`config.mk`:
```
export PLATFORM = sky130hd
export DESIGN_NAME = chg_stream_port
export DESIGN_NICKNAME = d
export VERILOG_FILES = /design/src/rtl/chg_stream_pkg.sv /design/src/rtl/cs_sampler.sv /design/src/rtl/cs_capture.sv /design/src/rtl/cs_regif.sv /design/src/rtl/chg_stream_port.sv
export SDC_FILE = /design/constraint.sdc
export NUM_CORES = 1
export LEC_CHECK = 0
export BUFFER_PORTS_ARGS = -buffer_cell sky130_fd_sc_hd__buf_2
export CAP_MARGIN = 20
export CORE_MARGIN = 3
export CORE_UTILIZATION = 55
export DETAILED_ROUTE_END_ITERATION = 10
export PLACE_DENSITY = 0.85
export SLEW_MARGIN = 20
export SYNTH_ARGS = -nofsm -noshare
export SYNTH_HDL_FRONTEND = slang
export SYNTH_SLANG_ARGS = --single-unit
export TNS_END_PERCENT = 30
```
`constraint.sdc`:
```
create_clock -name clk -period 2.6 [get_ports clk]
set_clock_uncertainty 0.1 [all_clocks]
set_input_delay 0.13 -clock clk [delete_from_list [all_inputs] [get_ports clk]]
set_output_delay 0.13 -clock clk [all_outputs]
set_load 0.02 [all_outputs]
```
`src/rtl/chg_stream_pkg.sv`:
```
// Package: shared register addresses and status bit positions for the
// change-triggered streaming input port.
package chg_stream_pkg;
    localparam logic REG_DATA = 1'b0;   // captured sample word
    localparam logic REG_STAT = 1'b1;   // status word
    localparam int   STAT_OVR_BIT   = 0;
    localparam int   STAT_AVAIL_BIT = 1;
endpackage

```
`src/rtl/cs_sampler.sv`:
```
// cs_sampler: registers the external bus through STAGES flops, keeps the
// previous sampled word and flags any bit difference between the two.
// Assumes the source changes slower than the chain depth; no CDC intended.
module cs_sampler #(
    parameter int W      = 16,
    parameter int STAGES = 2
) (
    input  logic         clk,
    input  logic         rst_n,
    input  logic [W-1:0] pins,
    output logic [W-1:0] sampled,
    output logic         changed
);
    logic [STAGES-1:0][W-1:0] chain_q;
    logic [W-1:0]             prev_q;

    // Shift the pin value through the register chain.
    always_ff @(posedge clk) begin
        if (!rst_n) chain_q <= '0;
        else        chain_q <= {chain_q[STAGES-2:0], pins};
    end

    // Remember the last sampled word for comparison.
    always_ff @(posedge clk) begin
        if (!rst_n) prev_q <= '0;
        else        prev_q <= chain_q[STAGES-1];
    end

    // Flag a change in any bit, in either direction.
    always_comb begin
        sampled = chain_q[STAGES-1];
        changed = |(sampled ^ prev_q);
    end
endmodule

```
`src/rtl/cs_capture.sv`:
```
// cs_capture: holds the captured word, the data-available flag and the
// sticky overrun bit. A new change always wins over a read on the flag,
// and a set of overrun always wins over a clear.
module cs_capture #(
    parameter int W = 16
) (
    input  logic         clk,
    input  logic         rst_n,
    input  logic         changed,
    input  logic [W-1:0] sampled,
    input  logic         rd_data_acc,
    input  logic         ovr_clr_req,
    output logic [W-1:0] cap_q,
    output logic         avail_q,
    output logic         ovr_q
);
    logic ovr_set;

    // An unread word is lost when a new change lands without a read.
    always_comb ovr_set = changed && avail_q && !rd_data_acc;

    // Load the newest sample whenever a change is detected.
    always_ff @(posedge clk) begin
        if (!rst_n)       cap_q <= '0;
        else if (changed) cap_q <= sampled;
    end

    // Raise on a change, drop on a data read that has no competing change.
    always_ff @(posedge clk) begin
        if (!rst_n)           avail_q <= 1'b0;
        else if (changed)     avail_q <= 1'b1;
        else if (rd_data_acc) avail_q <= 1'b0;
    end

    // Sticky overrun; set takes priority over the write-one clear.
    always_ff @(posedge clk) begin
        if (!rst_n)           ovr_q <= 1'b0;
        else if (ovr_set)     ovr_q <= 1'b1;
        else if (ovr_clr_req) ovr_q <= 1'b0;
    end
endmodule

```
`src/rtl/cs_regif.sv`:
```
// cs_regif: decodes the slave strobes and returns registered read data
// with one cycle of latency. Writes only reach the overrun clear.
module cs_regif
    import chg_stream_pkg::*;
#(
    parameter int W = 16
) (
    input  logic         clk,
    input  logic         rst_n,
    input  logic         cs,
    input  logic         rd,
    input  logic         wr,
    input  logic         addr,
    input  logic         wdata,
    input  logic [W-1:0] cap,
    input  logic         avail,
    input  logic         ovr,
    output logic         rd_data_acc,
    output logic         ovr_clr_req,
    output logic [W-1:0] rdata
);
    logic         rd_acc;
    logic [W-1:0] stat_word;

    // Decode accepted accesses.
    always_comb begin
        rd_acc      = cs && rd;
        rd_data_acc = rd_acc && (addr == REG_DATA);
        ovr_clr_req = cs && wr && (addr == REG_STAT) && wdata;
    end

    // Assemble the status word.
    always_comb begin
        stat_word                 = '0;
        stat_word[STAT_OVR_BIT]   = ovr;
        stat_word[STAT_AVAIL_BIT] = avail;
    end

    // Register the selected word on an accepted read; hold otherwise.
    always_ff @(posedge clk) begin
        if (!rst_n)      rdata <= '0;
        else if (rd_acc) rdata <= (addr == REG_DATA) ? cap : stat_word;
    end
endmodule

```
`src/rtl/chg_stream_port.sv`:
```
// chg_stream_port: top of the change-triggered streaming input port.
// Samples the input bus every clock, captures each changed word, and
// exposes it to a DMA reader through a flag that the data read clears.
// Assumes reader and source share clk; DATA_W must be at least 2.
module chg_stream_port #(
    parameter int DATA_W      = 16,
    parameter int SYNC_STAGES = 2
) (
    input  logic              clk,
    input  logic              rst_n,
    input  logic              cs,
    input  logic              rd,
    input  logic              wr,
    input  logic              addr,
    input  logic              wdata,
    output logic [DATA_W-1:0] rdata,
    output logic              data_avail,
    input  logic [DATA_W-1:0] pins_in
);
    logic [DATA_W-1:0] sampled;
    logic              changed;
    logic [DATA_W-1:0] cap_q;
    logic              overrun;
    logic              rd_data_acc;
    logic              ovr_clr_req;

    cs_sampler #(.W(DATA_W), .STAGES(SYNC_STAGES)) sampler_i (
        .clk(clk), .rst_n(rst_n), .pins(pins_in),
        .sampled(sampled), .changed(changed)
    );

    cs_capture #(.W(DATA_W)) capture_i (
        .clk(clk), .rst_n(rst_n), .changed(changed), .sampled(sampled),
        .rd_data_acc(rd_data_acc), .ovr_clr_req(ovr_clr_req),
        .cap_q(cap_q), .avail_q(data_avail), .ovr_q(overrun)
    );

    cs_regif #(.W(DATA_W)) regif_i (
        .clk(clk), .rst_n(rst_n), .cs(cs), .rd(rd), .wr(wr),
        .addr(addr), .wdata(wdata), .cap(cap_q), .avail(data_avail),
        .ovr(overrun), .rd_data_acc(rd_data_acc),
        .ovr_clr_req(ovr_clr_req), .rdata(rdata)
    );
endmodule

```
* Word-level counts from Yosys, hierarchy flattened
Cells that the tools add are included.
Word-level totals: output and inout bits 17, logic and storage cells 25, flip-flop bits (word level) 82, input port bits 23
Operators by class: bitwise operators 2, mux-type cells 5, reduce and logical (&&, ||, !) cells 11
Operators by type and width (number):
- 16-bit two-way mux | 1
- 16-bit OR reduction | 1
- 16-bit bitwise XOR | 1
- 1-bit logical AND | 7
- 1-bit two-way mux | 4
- 2-bit nonzero test | 2
- 1-bit logical NOT | 1
- 1-bit NOT | 1

* Longest topological paths before layout
word-level depth 5, depth in mapped cells 6

* Modules after synthesis
A second synthesis with hierarchy kept.
Unflattened totals: cell total of the unflattened synthesis 274, area total of the unflattened synthesis 3106.7 um^2
By module, submodules not included:
- cs_sampler | times used 1, cells each 138, seq. area each 960.9 um^2, area each 1576.5 um^2
- cs_regif | times used 1, cells each 79, seq. area each 320.3 um^2, area each 842.1 um^2
- cs_capture | times used 1, cells each 57, seq. area each 360.3 um^2, area each 688.2 um^2

* Worst setup path before layout
No wires, ideal clock.
path kind reg2reg, start point register sampler_i.chain_q, in the netlist sampler_i.sampled[14], end point register capture_i.cap_q[10], path buffers 2, slack 1102 ps, required time 2428 ps, setup time 72 ps, data arrival time 1326 ps, stages on the path, launching flop included 7, cell sequence dfxtp_1 -> xnor2_1 -> nand4_1 -> nor4_2 -> buf_6 -> buf_12 -> mux2i_1
Between the ends: longest elaborated chain between the ends 2
RTL lines:
- from (decl) | RTL line cs_sampler.sv:14 | logic [STAGES-1:0][W-1:0] chain_q;
- from (signal assigned) | RTL line cs_sampler.sv:20 | else chain_q <= {chain_q[STAGES-2:0], pins};
- 16-bit bitwise XOR | RTL line cs_sampler.sv:32 | changed = |(sampled ^ prev_q);
- 16-bit OR reduction | RTL line cs_sampler.sv:32
- to (signal assigned) | RTL line cs_capture.sv:25 | else if (changed) cap_q <= sampled;
- to (decl) | RTL line cs_capture.sv:13 | output logic [W-1:0] cap_q,
No other way between the ends. A chain may end at the register's enable or synchronous reset.

* Final worst setup path
start point register sampler_i.chain_q, in the netlist sampler_i.sampled[10], end point register capture_i.cap_q[15]
Same word-level chain as after synthesis.

==> metrics.csv <==
stage,metric,value,unit
outcome,status,finished clean,
detailed_routing,drtIter0Drc,67,
place,place_hpwl,2750,um
critical_path,critPathMaxStageDelay,0.33,ns
synthesis,ys_types,19,
finish,drive_gt1_share,17.0,%
synthesis,ys_top_cells_by_area,"dfxtp_1 60%, and2_1 7.3%, mux2i_1 6.6%, xnor2_1 5.1%, nand2_1 4.5%",
synthesis,synth_top_area_share,59.7,%
floorplan,fp.coreArea,4790,sq um
synthesis,synthCells,271,
floorplan,io_pins,40,
sta,setup_viol,0,
worst_hold_path,worstHoldPathCells,4,
synthesis,yosys_register_bits,82,
synthesis,yosys.area.top_type,dfxtp_1,
synthesis,synth_area,2750,sq um
finish,nets,347,
critical_path,rrSetupSlack,0.90,ns
cts,clock-root-buffer,clkbuf_8,
cts,numCtsBuffers,9,
critical_path,crit_buf_inv,1,
grt,grt_use_total,15.6,%
place,placed_cell_area,2970,sq um
finish,finalInstanceArea,3300,sq um
cts,cts_max_level,3,
sta,finalCritPeriodShare,65.5,%
critical_path,worstSetupPathType,reg -> reg,
critical_path,r2r-start,sampler_i.sampled[10],
place,place_congestion,0.764,
place,portBuffers,39,
synthesis,synth_nets,294,
synthesis,async_flop_share,0,%
detailed_routing,via_count,1822,
critical_path,regToRegEndpoint,capture_i.cap_q[15],
sta,finalHoldViolCount,0,
sta,period_minus_slack,1.70,ns
floorplan,row_count,25,
finish,layout.cells.non_filler,396,
pwr,p_leak,1.42,nW
synthesis,synth_most_common_cell,dfxtp_1,
finish,diodes,0,
detailed_routing,drcViolationCount,0,
critical_path,crit_chain,"xnor2_1, nand4_1, nor4_4, buf_4, mux2i_1",
floorplan,die_h,76.7,um
synthesis,synth_common_cells,"82 x dfxtp_1, 33 x nand2_1, 32 x and2_1, 18 x mux2i_1, 18 x nor2_1",
grt,antenna_found_initial,0,
critical_path,critPathMaxFanout,18,
cts,cts_tree,done,
floorplan,die_area,5880,sq um
critical_path,rr_worst_depth,5,
finish,area_growth,20.2,%
synthesis,synth-main-ff-cell,dfxtp_1,
floorplan,die_x,76.7,um
run,maxCapViolations,0,
cts,clock_latency,0.34,ns
pwr,cellPowerDensity,683,nW/um^2
cts,cts_buffer_depth,2,
sta,maxSlewHeadroom,37.3,%
worst_hold_path,min_from,wdata,
detailed_routing,wl,4240,um
cts,cts.clk_slew.worst_paths,0.07,ns
synthesis,synth_area_per_cell,10.1,sq um
critical_path,critPathTopFamily,simple AND/OR/NAND/NOR gates,
sta,rsz0062_at_grt,no,
critical_path,start_kind,flop,
synthesis,synth_edf_count,0,
detailed_routing,postRouteAntennaNets,0,
cts,ctsResizeCount,0,
critical_path,required,2.77,ns
critical_path,critical_path_arrival,1.87,ns
pwr,ir_worst_vdd,418,uV
sta,tns,0,ns
sta,max_freq,587,MHz
cts,cts.sinks,82,
critical_path,crit_slowest_cell,dfxtp_1,
worst_hold_path,min_to,capture_i.ovr_q,
sta,slew_viol_final,0,
worst_hold_path,hold_class,in -> reg,
grt,grt_pass1_vias,1696,
grt,grt_overflow,0,
grt,grt_pass1_wl,7230,um
floorplan,start_util,57.4,%
detailed_routing,routedWlPerCell,10.7,um
synthesis,ys_warn_count,0,
grt,grt_max_degree,66,
pwr,finalPower,0.00226,W
sta,tightest_slew,0.938,ns
synthesis,yosysSeqAreaShare,59.7,%
critical_path,critPathCaptureType,flop,
detailed_routing,first_pass_iters,4,
place,dp.cells,364,
detailed_routing,vias_per_cell,4.60,
-- routing by layer --
metal	share of wire (%)	vias up	wire length, um	GRT usage (%)
met2	44	45	1870	25.0
met4	2.5	0	106	9.24
li1	-	966	-	-
met5	0	-	0	0
met1	49	800	2090	18.5
met3	4.4	11	185	4.69
-- worst register-to-register path, delay by kind of cell (launching register included) --
family                 cells  cell delay, ns
XOR/XNOR                   1            0.17
buffers and inverters      1            0.32
flip-flops                 1            0.33
multiplexers               1            0.23
AND/OR/NAND/NOR            2            0.49
-- state kept, by name, summed over array words and instances, names as in the netlist --
signal and cells:
sampler_i.chain_q 16, regif_i.rdata 16, capture_i.cap_q 16, capture_i.avail_q 1, sampler_i.sampled 16, sampler_i.prev_q 16
capture_i.ovr_q 1
-- area by class of cell --
class | count | area [sq um]
flip-flops and latches | 82 | 1640
fillers | 381 | 1480
multi-input cells | 157 | 972
repair buffers | 57 | 370
clock buffers | 12 | 145
well taps | 67 | 83.8
inverters | 17 | 63.8
clock inverters | 4 | 27.5
-- worst max path at each step --
| stage | end | startpoint | depth (start not counted) |
|---|---|---|---|
| CTS | capture_i.cap_q[2] | sampler_i.sampled[10] | 5 |
| global route | capture_i.cap_q[12] | sampler_i.sampled[10] | 5 |
| detailed placement | capture_i.cap_q[8] | sampler_i.sampled[10] | 5 |
| finish | capture_i.cap_q[15] | sampler_i.sampled[10] | 5 |
| floorplan | capture_i.cap_q[10] | sampler_i.sampled[14] | 6 |
| global placement | capture_i.cap_q[7] | sampler_i.sampled[2] | 5 |
-- power by group --
group	switching [W]	internal [W]	leakage [nW]
Combinational	0.0000746	0.0000750	0.672
Sequential	0.0000185	0.00130	0.671
Clock	0.000417	0.000372	0.0786
Total	0.000510	0.00174	1.42
-- placed cells by master (no fill, tap or decap) --
master / Yosys / final
clkbuf_1: 11 / 2
o21ai_0: 1 / 1
and2_1: 32 / 32
a21oi_1: 17 / 17
o31ai_1: 1 / 1
nor4_4: 0 / 1
xnor2_1: 16 / 16
dfxtp_1: 82 / 82
clkinv_2: 0 / 1
nand4_1: 5 / 5
inv_1: 16 / 16
clkbuf_8: 0 / 10
clkinvlp_4: 0 / 3
buf_4: 0 / 2
nor2_1: 18 / 18
nand3_1: 1 / 1
buf_2: 0 / 39
mux2i_1: 18 / 18
clkinv_1: 1 / 1
nor3b_1: 14 / 14
dlygate4sd3_1: 0 / 16
nand2_1: 33 / 33
-- per-stage QoR --
| stage | hold WS [ns] | setup WS, ns | utilization (%) |
|---|---|---|---|
| after floorplan | 0.157 | 1.10 | - |
| after global placement | 0.237 | 0.955 | 62.1 |
| after detailed placement | 0.238 | 0.880 | 62.1 |
| after CTS | 0.0390 | 0.859 | 69.0 |
| after global routing | 0.0823 | 0.766 | 69.0 |
| final | 0.0617 | 0.898 | 69.0 |
-- kinds of logic (layout without fill, tap and decap cells) --
kind of cell / after synthesis / after routing / synth area share, %
XOR/XNOR: 16 / 16 / 5.10
buffers and inverters: 32 / 90 / 5.23
AND/OR/NAND/NOR: 104 / 104 / 19.8
multiplexers: 18 / 18 / 6.55
AO/OA/AOI/OAI: 19 / 19 / 3.55
flip-flops: 82 / 82 / 59.7
-- what timing repair did --
action	in CTS	in global routing
hold buffers	16	0
buffers inserted	0	0
endpoints found under the hold margin	16	0
Note: power is estimated with default switching activity, not from simulation.
